===== config.mk =====
export PLATFORM = sky130hd
export DESIGN_NAME = stack_ptr_unit
export DESIGN_NICKNAME = d
export VERILOG_FILES = /design/src/rtl/sp_pkg.sv /design/src/rtl/sp_seq.sv /design/src/rtl/sp_reg.sv /design/src/rtl/sp_addr.sv /design/src/rtl/stack_ptr_unit.sv
export SDC_FILE = /design/constraint.sdc
export NUM_CORES = 1
export LEC_CHECK = 0
export BUFFER_PORTS_ARGS = -buffer_cell sky130_fd_sc_hd__buf_2
export CORE_UTILIZATION = 55
export CTS_BUF_LIST = sky130_fd_sc_hd__clkbuf_16
export DETAILED_ROUTE_END_ITERATION = 10
export PLACE_DENSITY = 0.86
export SLEW_MARGIN = 0
export SYNTH_ARGS = -nofsm -noshare
export SYNTH_HDL_FRONTEND = slang
export SYNTH_SLANG_ARGS = --single-unit

===== constraint.sdc =====
create_clock -name clk -period 4.15 [get_ports clk]
set_clock_uncertainty 0.1 [all_clocks]
set_input_delay 0.2075 -clock clk [delete_from_list [all_inputs] [get_ports clk]]
set_output_delay 0.2075 -clock clk [all_outputs]
set_load 0.03 [all_outputs]

===== src/rtl/sp_pkg.sv =====
package sp_pkg;

    typedef enum logic [1:0] {
        ST_IDLE  = 2'd0,
        ST_PUSH2 = 2'd1,
        ST_POP2  = 2'd2
    } seq_st_e;

    typedef enum logic [1:0] {
        STEP_NONE = 2'd0,
        STEP_DEC  = 2'd1,
        STEP_INC  = 2'd2
    } step_e;

    localparam int unsigned IO_W   = 8;
    localparam int unsigned ADDR_W = 16;

endpackage


===== src/rtl/sp_seq.sv =====
module sp_seq
    import sp_pkg::*;
(
    input  logic  clk,
    input  logic  rst_n,
    input  logic  req_push_b,
    input  logic  req_pop_b,
    input  logic  req_call,
    input  logic  req_ret,
    input  logic  io_any,
    output step_e step,
    output logic  acc_valid,
    output logic  acc_write,
    output logic  acc_hi,
    output logic  busy,
    output logic  err
);

    typedef struct packed {
        seq_st_e st;
    } seq_t;

    seq_t seq_d, seq_q;
    logic [2:0] nreq;

    always_comb begin
        nreq      = 3'($countones({req_push_b, req_pop_b, req_call, req_ret}));
        seq_d     = seq_q;
        step      = STEP_NONE;
        acc_valid = 1'b0;
        acc_write = 1'b0;
        acc_hi    = 1'b0;
        busy      = (seq_q.st != ST_IDLE);
        err       = (nreq > 3'd1) || (busy && (nreq != 3'd0));

        case (seq_q.st)
            ST_PUSH2: begin
                acc_valid = 1'b1;
                acc_write = 1'b1;
                acc_hi    = 1'b1;
                step      = STEP_DEC;
                seq_d.st  = ST_IDLE;
            end
            ST_POP2: begin
                acc_valid = 1'b1;
                step      = STEP_INC;
                seq_d.st  = ST_IDLE;
            end
            default: begin
                if (!err) begin
                    if (req_push_b) begin
                        acc_valid = 1'b1;
                        acc_write = 1'b1;
                        step      = STEP_DEC;
                    end else if (req_pop_b) begin
                        acc_valid = 1'b1;
                        step      = STEP_INC;
                    end else if (req_call) begin
                        acc_valid = 1'b1;
                        acc_write = 1'b1;
                        step      = STEP_DEC;
                        seq_d.st  = ST_PUSH2;
                    end else if (req_ret) begin
                        acc_valid = 1'b1;
                        acc_hi    = 1'b1;
                        step      = STEP_INC;
                        seq_d.st  = ST_POP2;
                    end
                end
            end
        endcase

        if (io_any) begin
            acc_valid = 1'b0;
            acc_write = 1'b0;
            acc_hi    = 1'b0;
            step      = STEP_NONE;
            seq_d.st  = ST_IDLE;
        end
    end

    always_ff @(posedge clk) begin
        if (!rst_n) seq_q <= '{st: ST_IDLE};
        else        seq_q <= seq_d;
    end

    // a legal call is followed by the high-byte write phase
    p_call_second_r4: assert property (@(posedge clk) disable iff (!rst_n)
        (seq_q.st == ST_IDLE && req_call && nreq == 3'd1 && !io_any)
        |=> (acc_valid && acc_write && acc_hi) || io_any);

    // a legal return is followed by the low-byte read phase
    p_ret_second_r5: assert property (@(posedge clk) disable iff (!rst_n)
        (seq_q.st == ST_IDLE && req_ret && nreq == 3'd1 && !io_any)
        |=> (acc_valid && !acc_write && !acc_hi) || io_any);

    // an illegal request from idle produces no access
    p_err_quiet_r9: assert property (@(posedge clk) disable iff (!rst_n)
        (err && !busy) |-> !acc_valid && step == STEP_NONE);

    // I/O write suppresses any access and clears the sequence
    p_io_prio_r8: assert property (@(posedge clk) disable iff (!rst_n)
        io_any |-> !acc_valid ##1 !busy);

endmodule


===== src/rtl/sp_reg.sv =====
module sp_reg
    import sp_pkg::*;
#(
    parameter int unsigned         PTR_W     = 12,
    parameter logic [PTR_W-1:0]    RESET_VAL = '1
) (
    input  logic             clk,
    input  logic             rst_n,
    input  step_e            step,
    input  logic             io_wr_lo,
    input  logic             io_wr_hi,
    input  logic [IO_W-1:0]  io_wdata,
    output logic [PTR_W-1:0] sp,
    output logic [IO_W-1:0]  rd_lo,
    output logic [IO_W-1:0]  rd_hi
);

    localparam bit HAS_HI = (PTR_W > IO_W);

    typedef struct packed {
        logic [PTR_W-1:0] sp;
    } reg_t;

    reg_t reg_d, reg_q;
    logic [ADDR_W-1:0] wide_q, wide_n;

    always_comb begin
        wide_q = ADDR_W'(reg_q.sp);
        reg_d  = reg_q;
        if (io_wr_lo || io_wr_hi) begin
            wide_n = wide_q;
            if (io_wr_lo) wide_n[7:0]  = io_wdata;
            if (io_wr_hi) wide_n[15:8] = io_wdata;
        end else begin
            case (step)
                STEP_DEC: wide_n = wide_q - ADDR_W'(1);
                STEP_INC: wide_n = wide_q + ADDR_W'(1);
                default:  wide_n = wide_q;
            endcase
        end
        reg_d.sp = wide_n[PTR_W-1:0];
    end

    always_ff @(posedge clk) begin
        if (!rst_n) reg_q <= '{sp: RESET_VAL};
        else        reg_q <= reg_d;
    end

    assign sp    = reg_q.sp;
    assign rd_lo = wide_q[7:0];

    generate
        if (HAS_HI) begin : g_hi
            assign rd_hi = wide_q[15:8];
        end else begin : g_no_hi
            assign rd_hi = '0;
        end
    endgenerate

    // decrement by one per push step
    p_step_dec_r2: assert property (@(posedge clk) disable iff (!rst_n)
        (step == STEP_DEC && !io_wr_lo && !io_wr_hi)
        |=> reg_q.sp == PTR_W'($past(reg_q.sp) - PTR_W'(1)));

    // increment by one per pop step
    p_step_inc_r3: assert property (@(posedge clk) disable iff (!rst_n)
        (step == STEP_INC && !io_wr_lo && !io_wr_hi)
        |=> reg_q.sp == PTR_W'($past(reg_q.sp) + PTR_W'(1)));

    // low-byte write lands on the next clock
    p_wr_lo_r7: assert property (@(posedge clk) disable iff (!rst_n)
        io_wr_lo |=> rd_lo == $past(io_wdata));

    // no step and no write keeps the pointer
    p_hold_r9: assert property (@(posedge clk) disable iff (!rst_n)
        (step == STEP_NONE && !io_wr_lo && !io_wr_hi) |=> $stable(reg_q.sp));

endmodule


===== src/rtl/sp_addr.sv =====
module sp_addr
    import sp_pkg::*;
#(
    parameter int unsigned PTR_W = 12
) (
    input  logic [PTR_W-1:0]  sp,
    input  step_e             step,
    output logic [ADDR_W-1:0] addr
);

    logic [PTR_W-1:0] eff;

    always_comb begin
        eff  = (step == STEP_INC) ? PTR_W'(sp + PTR_W'(1)) : sp;
        addr = ADDR_W'(eff);
    end

endmodule


===== src/rtl/stack_ptr_unit.sv =====
module stack_ptr_unit
    import sp_pkg::*;
#(
    parameter int unsigned      PTR_W     = 12,
    parameter logic [PTR_W-1:0] RESET_VAL = 12'h8FF
) (
    input  logic        clk,
    input  logic        rst_n,
    input  logic        push_byte_i,
    input  logic        pop_byte_i,
    input  logic        push_ret_i,
    input  logic        pop_ret_i,
    input  logic        io_wr_lo_i,
    input  logic        io_wr_hi_i,
    input  logic [7:0]  io_wdata_i,
    output logic [7:0]  io_lo_o,
    output logic [7:0]  io_hi_o,
    output logic        acc_valid_o,
    output logic        acc_write_o,
    output logic        acc_hi_o,
    output logic [15:0] acc_addr_o,
    output logic        busy_o,
    output logic        err_o
);

    step_e            step;
    logic [PTR_W-1:0] sp_cur;
    logic             io_any;

    assign io_any = io_wr_lo_i | io_wr_hi_i;

    sp_seq u_seq (
        .clk        (clk),
        .rst_n      (rst_n),
        .req_push_b (push_byte_i),
        .req_pop_b  (pop_byte_i),
        .req_call   (push_ret_i),
        .req_ret    (pop_ret_i),
        .io_any     (io_any),
        .step       (step),
        .acc_valid  (acc_valid_o),
        .acc_write  (acc_write_o),
        .acc_hi     (acc_hi_o),
        .busy       (busy_o),
        .err        (err_o)
    );

    sp_reg #(.PTR_W(PTR_W), .RESET_VAL(RESET_VAL)) u_reg (
        .clk      (clk),
        .rst_n    (rst_n),
        .step     (step),
        .io_wr_lo (io_wr_lo_i),
        .io_wr_hi (io_wr_hi_i),
        .io_wdata (io_wdata_i),
        .sp       (sp_cur),
        .rd_lo    (io_lo_o),
        .rd_hi    (io_hi_o)
    );

    sp_addr #(.PTR_W(PTR_W)) u_addr (
        .sp   (sp_cur),
        .step (step),
        .addr (acc_addr_o)
    );

    // the second write of a call sits one below the first
    p_call_addr_r4: assert property (@(posedge clk) disable iff (!rst_n)
        (acc_valid_o && acc_write_o && !acc_hi_o && !busy_o && push_ret_i)
        |=> !acc_valid_o || acc_addr_o == 16'(PTR_W'($past(acc_addr_o) - 16'd1)));

    // access addresses never exceed the implemented range
    p_addr_range_r10: assert property (@(posedge clk) disable iff (!rst_n)
        acc_valid_o |-> (acc_addr_o >> PTR_W) == 16'd0);

endmodule


### Yosys cells after proc, flatten, opt, wreduce, memory -nomap -nowiden

Index checks and enable logic that the tools add are counted.

| storage, ports and cells | value |
|---|---|
| bits in registers | 14 |
| input port bits | 16 |
| output and inout bits | 37 |
| word-level logic and storage cells | 66 |

| operators by class | value |
|---|---|
| $add $sub $neg | 6 |
| magnitude comparators | 1 |
| eq/ne operators | 6 |
| multiplexer cells | 33 |
| bitwise gates (word level) | 5 |
| reductions and logical operators | 12 |

Operators by type and width:

| cell | number |
|---|---|
| $add 12x1->12 const B | 2 |
| $mux 12 | 2 |
| $pmux 12 s2 | 1 |
| $mux 1 | 17 |
| $mux 2 | 8 |
| $sub 12x1->12 const B | 1 |
| $mux 8 | 1 |
| $reduce_bool 3->1 | 2 |
| $add 1x1->2 | 2 |
| $eq 2x1->1 const B | 2 |
| $eq 2x2->1 const B | 2 |
| $mux 4 | 1 |
| $ne 2x2->1 const B | 2 |
| $not 1->1 | 4 |
| $pmux 1 s2 | 2 |
| $pmux 2 s2 | 1 |
| $reduce_and 2->1 | 2 |
| $reduce_and 4->1 | 1 |
| $reduce_bool 2->1 | 2 |
| $reduce_or 4->1 | 1 |
| $add 3x3->3 | 1 |
| $gt 3x1->1 const B | 1 |
| $logic_or 1x1->1 | 2 |
| $reduce_or 2->1 | 1 |
| other kinds (2) | 2 |

### Longest topological paths before layout

| logic depth | value |
|---|---|
| depth after elaboration | 11 |
| depth in mapped cells | 13 |
| depth with buffers taken out | 11 |

### Modules after synthesis

Synthesis repeated with hierarchy kept, for this count alone.

| second synthesis, totals | value |
|---|---|
| cells, all modules | 237 |
| area, all modules | 1800.5 µm² |

By module, submodules not included:

| module | instances | cells an instance | area each (µm²) | seq. area each (µm²) |
|---|---|---|---|---|
| sp_reg | 1 | 152 | 1193.6 | 240.2 |
| sp_seq | 1 | 46 | 314.1 | 40.0 |
| sp_addr | 1 | 38 | 286.5 | 0.0 |
| stack_ptr_unit | 1 | 1 | 6.3 | 0.0 |

### Worst setup path before layout

No wires, ideal clock.

| timing | value |
|---|---|
| path type | input port to output port |
| start | in push_ret_i |
| end | out acc_addr_o[5] |
| arrival time | 2.802 ns |
| slack | 1.041 ns |
| stages | 11 |
| path through | inv_1 > ha_1 > ha_1 > inv_1 > fa_1 > o2111ai_1 > o31ai_2 > buf_2 > and2_1 > and4_1 > xor2_1 |

| on the way | value |
|---|---|
| longest elaborated chain between the ends | 10 |

Ends and longest elaborated chain:

| element | line | source |
|---|---|---|
| from (decl) | stack_ptr_unit.sv:11 | `input logic push_ret_i,` |
| parallel branches: the longest is 5 deep, another holds $add 3x3->3 | n/a |  |
| $mux 2 (*) | sp_seq.sv:50 | `if (!err) begin` |
| $pmux 2 s2 (*) | sp_seq.sv:36 | `case (seq_q.st)` |
| $mux 2 (*) | sp_seq.sv:73 | `if (io_any) begin` |
| $eq 2x2->1 (*) | sp_addr.sv:14 | `eff = (step == STEP_INC) ? PTR_W'(sp + PTR_W'(1)) : sp;` |
| $mux 12 (*) | sp_addr.sv:14 |  |
| to (decl) | stack_ptr_unit.sv:21 | `output logic [15:0] acc_addr_o,` |

Mark *: on every way between the ends.

### Worst setup path after layout

| timing | value |
|---|---|
| start | in push_ret_i |
| end | out acc_addr_o[7] |

The elaborated chain is that of the path after synthesis.

==> metrics.yaml <==
grtUsageTotal_pct: 26.64
p_int_mw: 0.3380
crit_fanout: 15
syn_avg_cell_area_sq_um: 7.614
initialDrtViolationCount: 90
clkTransAtPathRegs_ps: 40
power_frac_seq_pct: 30.0
grt_pass1_wl_mm: 6.755
synthArstFlopShare_pct: 0
yosysSeqAreaShare_pct: 17.53
firstDrtPassIters: 4
final_area_sq_mm: 0.001833
wl_met1_mm: 1.774
fillerInstances: 242
maxCapViolCount: 0
dominantRegCellSynth: "dfxtp_1"
ctsResizeCount: 0
setup_violations: 0
synth_cell_types: 57
place_inst: 271
hold_viol: 0
numCtsBuffers: 3
dr_wl_met2_mm: 1.915
drcViolationCount: 0
power.density_mw_per_mm2: 301.7
max-slew-margin-rel_pct: 58.68
cts_root_buf: "clkbuf_16"
postCtsSetupBuffers: 0
routabilityCongestion: 0.9033
r2r_setup_slack_ps: 1090
min_period_ps: 3514
pre_cts_slack_ps: 735.0
nets: 272
synth-edff-count: 0
core_sq_mm: 0.002758
floorplan.die.height_um: 55.92
post-dp-hpwl_mm: 3.077
rsz0062_at_grt: "false"
worst_pin_slew_ps: 614.1
multi_input_area_sq_mm: 0.001144
vdd_drop_max_mv: 0.2172
vias_per_cell: 6.295
drive_gt1_share_pct: 22.95
antenna_cells: 0
p_leak_nw: 0.7586
switching_share_pct: 38.88
endpoint_kind: "output port"
portBuffers: 44
yosys_warnings: 0
hp-class: "primary input to register"
grt_max_degree: 18
drtAntennaViolNets: 0
clk_latency_ps: 240
num_io_pins: 53
min_period_over_period_pct: 84.68
overflow: 0
startpoint_type: "primary input"
clkPwrFrac_pct: 33.1
syn_to_final_growth_pct: 14.63
timing.final.max_slew_violations: 0
initial_core_util_pct: 57.99
hold_buffers: 0
clock_path_buffers: 2
status: "completed"
grt_pass1_vias: 1495
fin_setup_tns_ps: 0
htreeDepth: 1
fmax_mhz: 284.5
die_area_sq_mm: 0.003127
syn-cell-area_sq_mm: 0.001599
cts_tree: "built"
ys_seq_elements: 14
criticalPathCategory: "primary input to output port"
wl_per_cell_um: 14.99
place_area_sq_mm: 0.001754
wl_met3_um: 354
highest_layer: "met4"
rows: 19
stdcell_count: 275
grt_antenna_before_repair: 0
cp_data_arrival_time_ps: 3210
vias: 1731
die_w_um: 55.92
clock-sinks: 14
postRouteWirelength_mm: 4.122
fin_util_pct: 66.47
required_ps: 3840
seq_area_sq_um: 280.3
largest_reg_flops: 12
fin_ws_ps: 635.7
switching_power_mw: 0.2151
postSynthCellCount: 210
combPwrFrac_pct: 36.9
## layout make-up
type | count | share of cell area, %
clock inverter | 1 | 0.2048
inverter | 15 | 3.072
clock buffer | 3 | 4.096
timing repair buffer | 46 | 12.83
sequential | 14 | 15.29
multi-input combinational | 165 | 62.39
tap | 31 | 2.116
## cells by family after synthesis
logic type	share of synthesized area [%]
AOI/OAI and AO/OA	21.20
and+or+nand+nor	28.01
adders and majority gates	9.077
xor gates and xnor gates	8.216
other	0.2345
muxes	3.130
buffers and inverters	12.60
DFF	17.53
## routing by layer
layer / vias to the layer above / GRT usage, %
met1: 801 / 35.26
li1: 817 / -
met3: 13 / 5.116
met2: 100 / 43.20
met5: - / 0
met4: 0 / 9.756
## final timing paths
kind / start / end / cells after the start
worst min register to register: u_reg.sp[11] / u_reg.sp[11] / 2
worst min-delay path: io_wdata_i[6] / u_reg.sp[6] / 2
worst max-delay path: push_ret_i / acc_addr_o[7] / 12
worst max register to register: u_seq.seq_q[0] / u_reg.sp[11] / 10
## cells in the final DEF (no fill, tap or decap), drive strengths merged, types with 6 or more instances in the layout
master and n:
nor2 22, inv 15, nand3 6, a21oi 6, dfxtp 14, ha 10, conb 8, nor3 8
nand2 14, xnor2 11, buf 46
## worst max-delay path, cell delays in order
cell and delay (ps):
buf_2 110, inv_1 90, ha_1 290, ha_1 150, inv_1 50, fa_1 500
o2111ai_1 250, o31ai_2 610, buf_4 300, and4_1 240, xor2_1 170, buf_2 220
## cells in the mapped netlist (5+ instances only)
library cell  number  area share, %
dfxtp_1           14             18
nor3_1             8            2.5
ha_1              10            7.8
inv_1             15            3.5
nand3_1            6            1.9
a21oi_1            5            1.6
buf_4              9            4.2
o21ai_0            5            1.6
clkbuf_1           9            2.1
mux2i_1            5            3.1
nor2_1            21            4.9
xnor2_1           11            6.0
nand4_1            5            2.0
nand2_1           14            3.3
## power by group through the flow
stage               Clock, mW  Combinational (mW)  Sequential [mW]
floorplan                   0               0.149            0.174
global placement            0               0.197            0.167
detailed placement          0               0.200            0.167
CTS                     0.186               0.201            0.165
global route            0.193               0.217            0.168
finish                  0.183               0.204            0.166
## per-stage QoR
stage / hold WS, ps / total power [mW]
2_1_floorplan: 232.6 / 0.3237
3_3_place_gp: 364.8 / 0.3639
3_5_place_dp: 375.0 / 0.3664
4_1_cts: 130.2 / 0.5523
5_1_grt: 143.8 / 0.5776
6_report: 126.6 / 0.5531
Power figures use the tool's default switching activity.
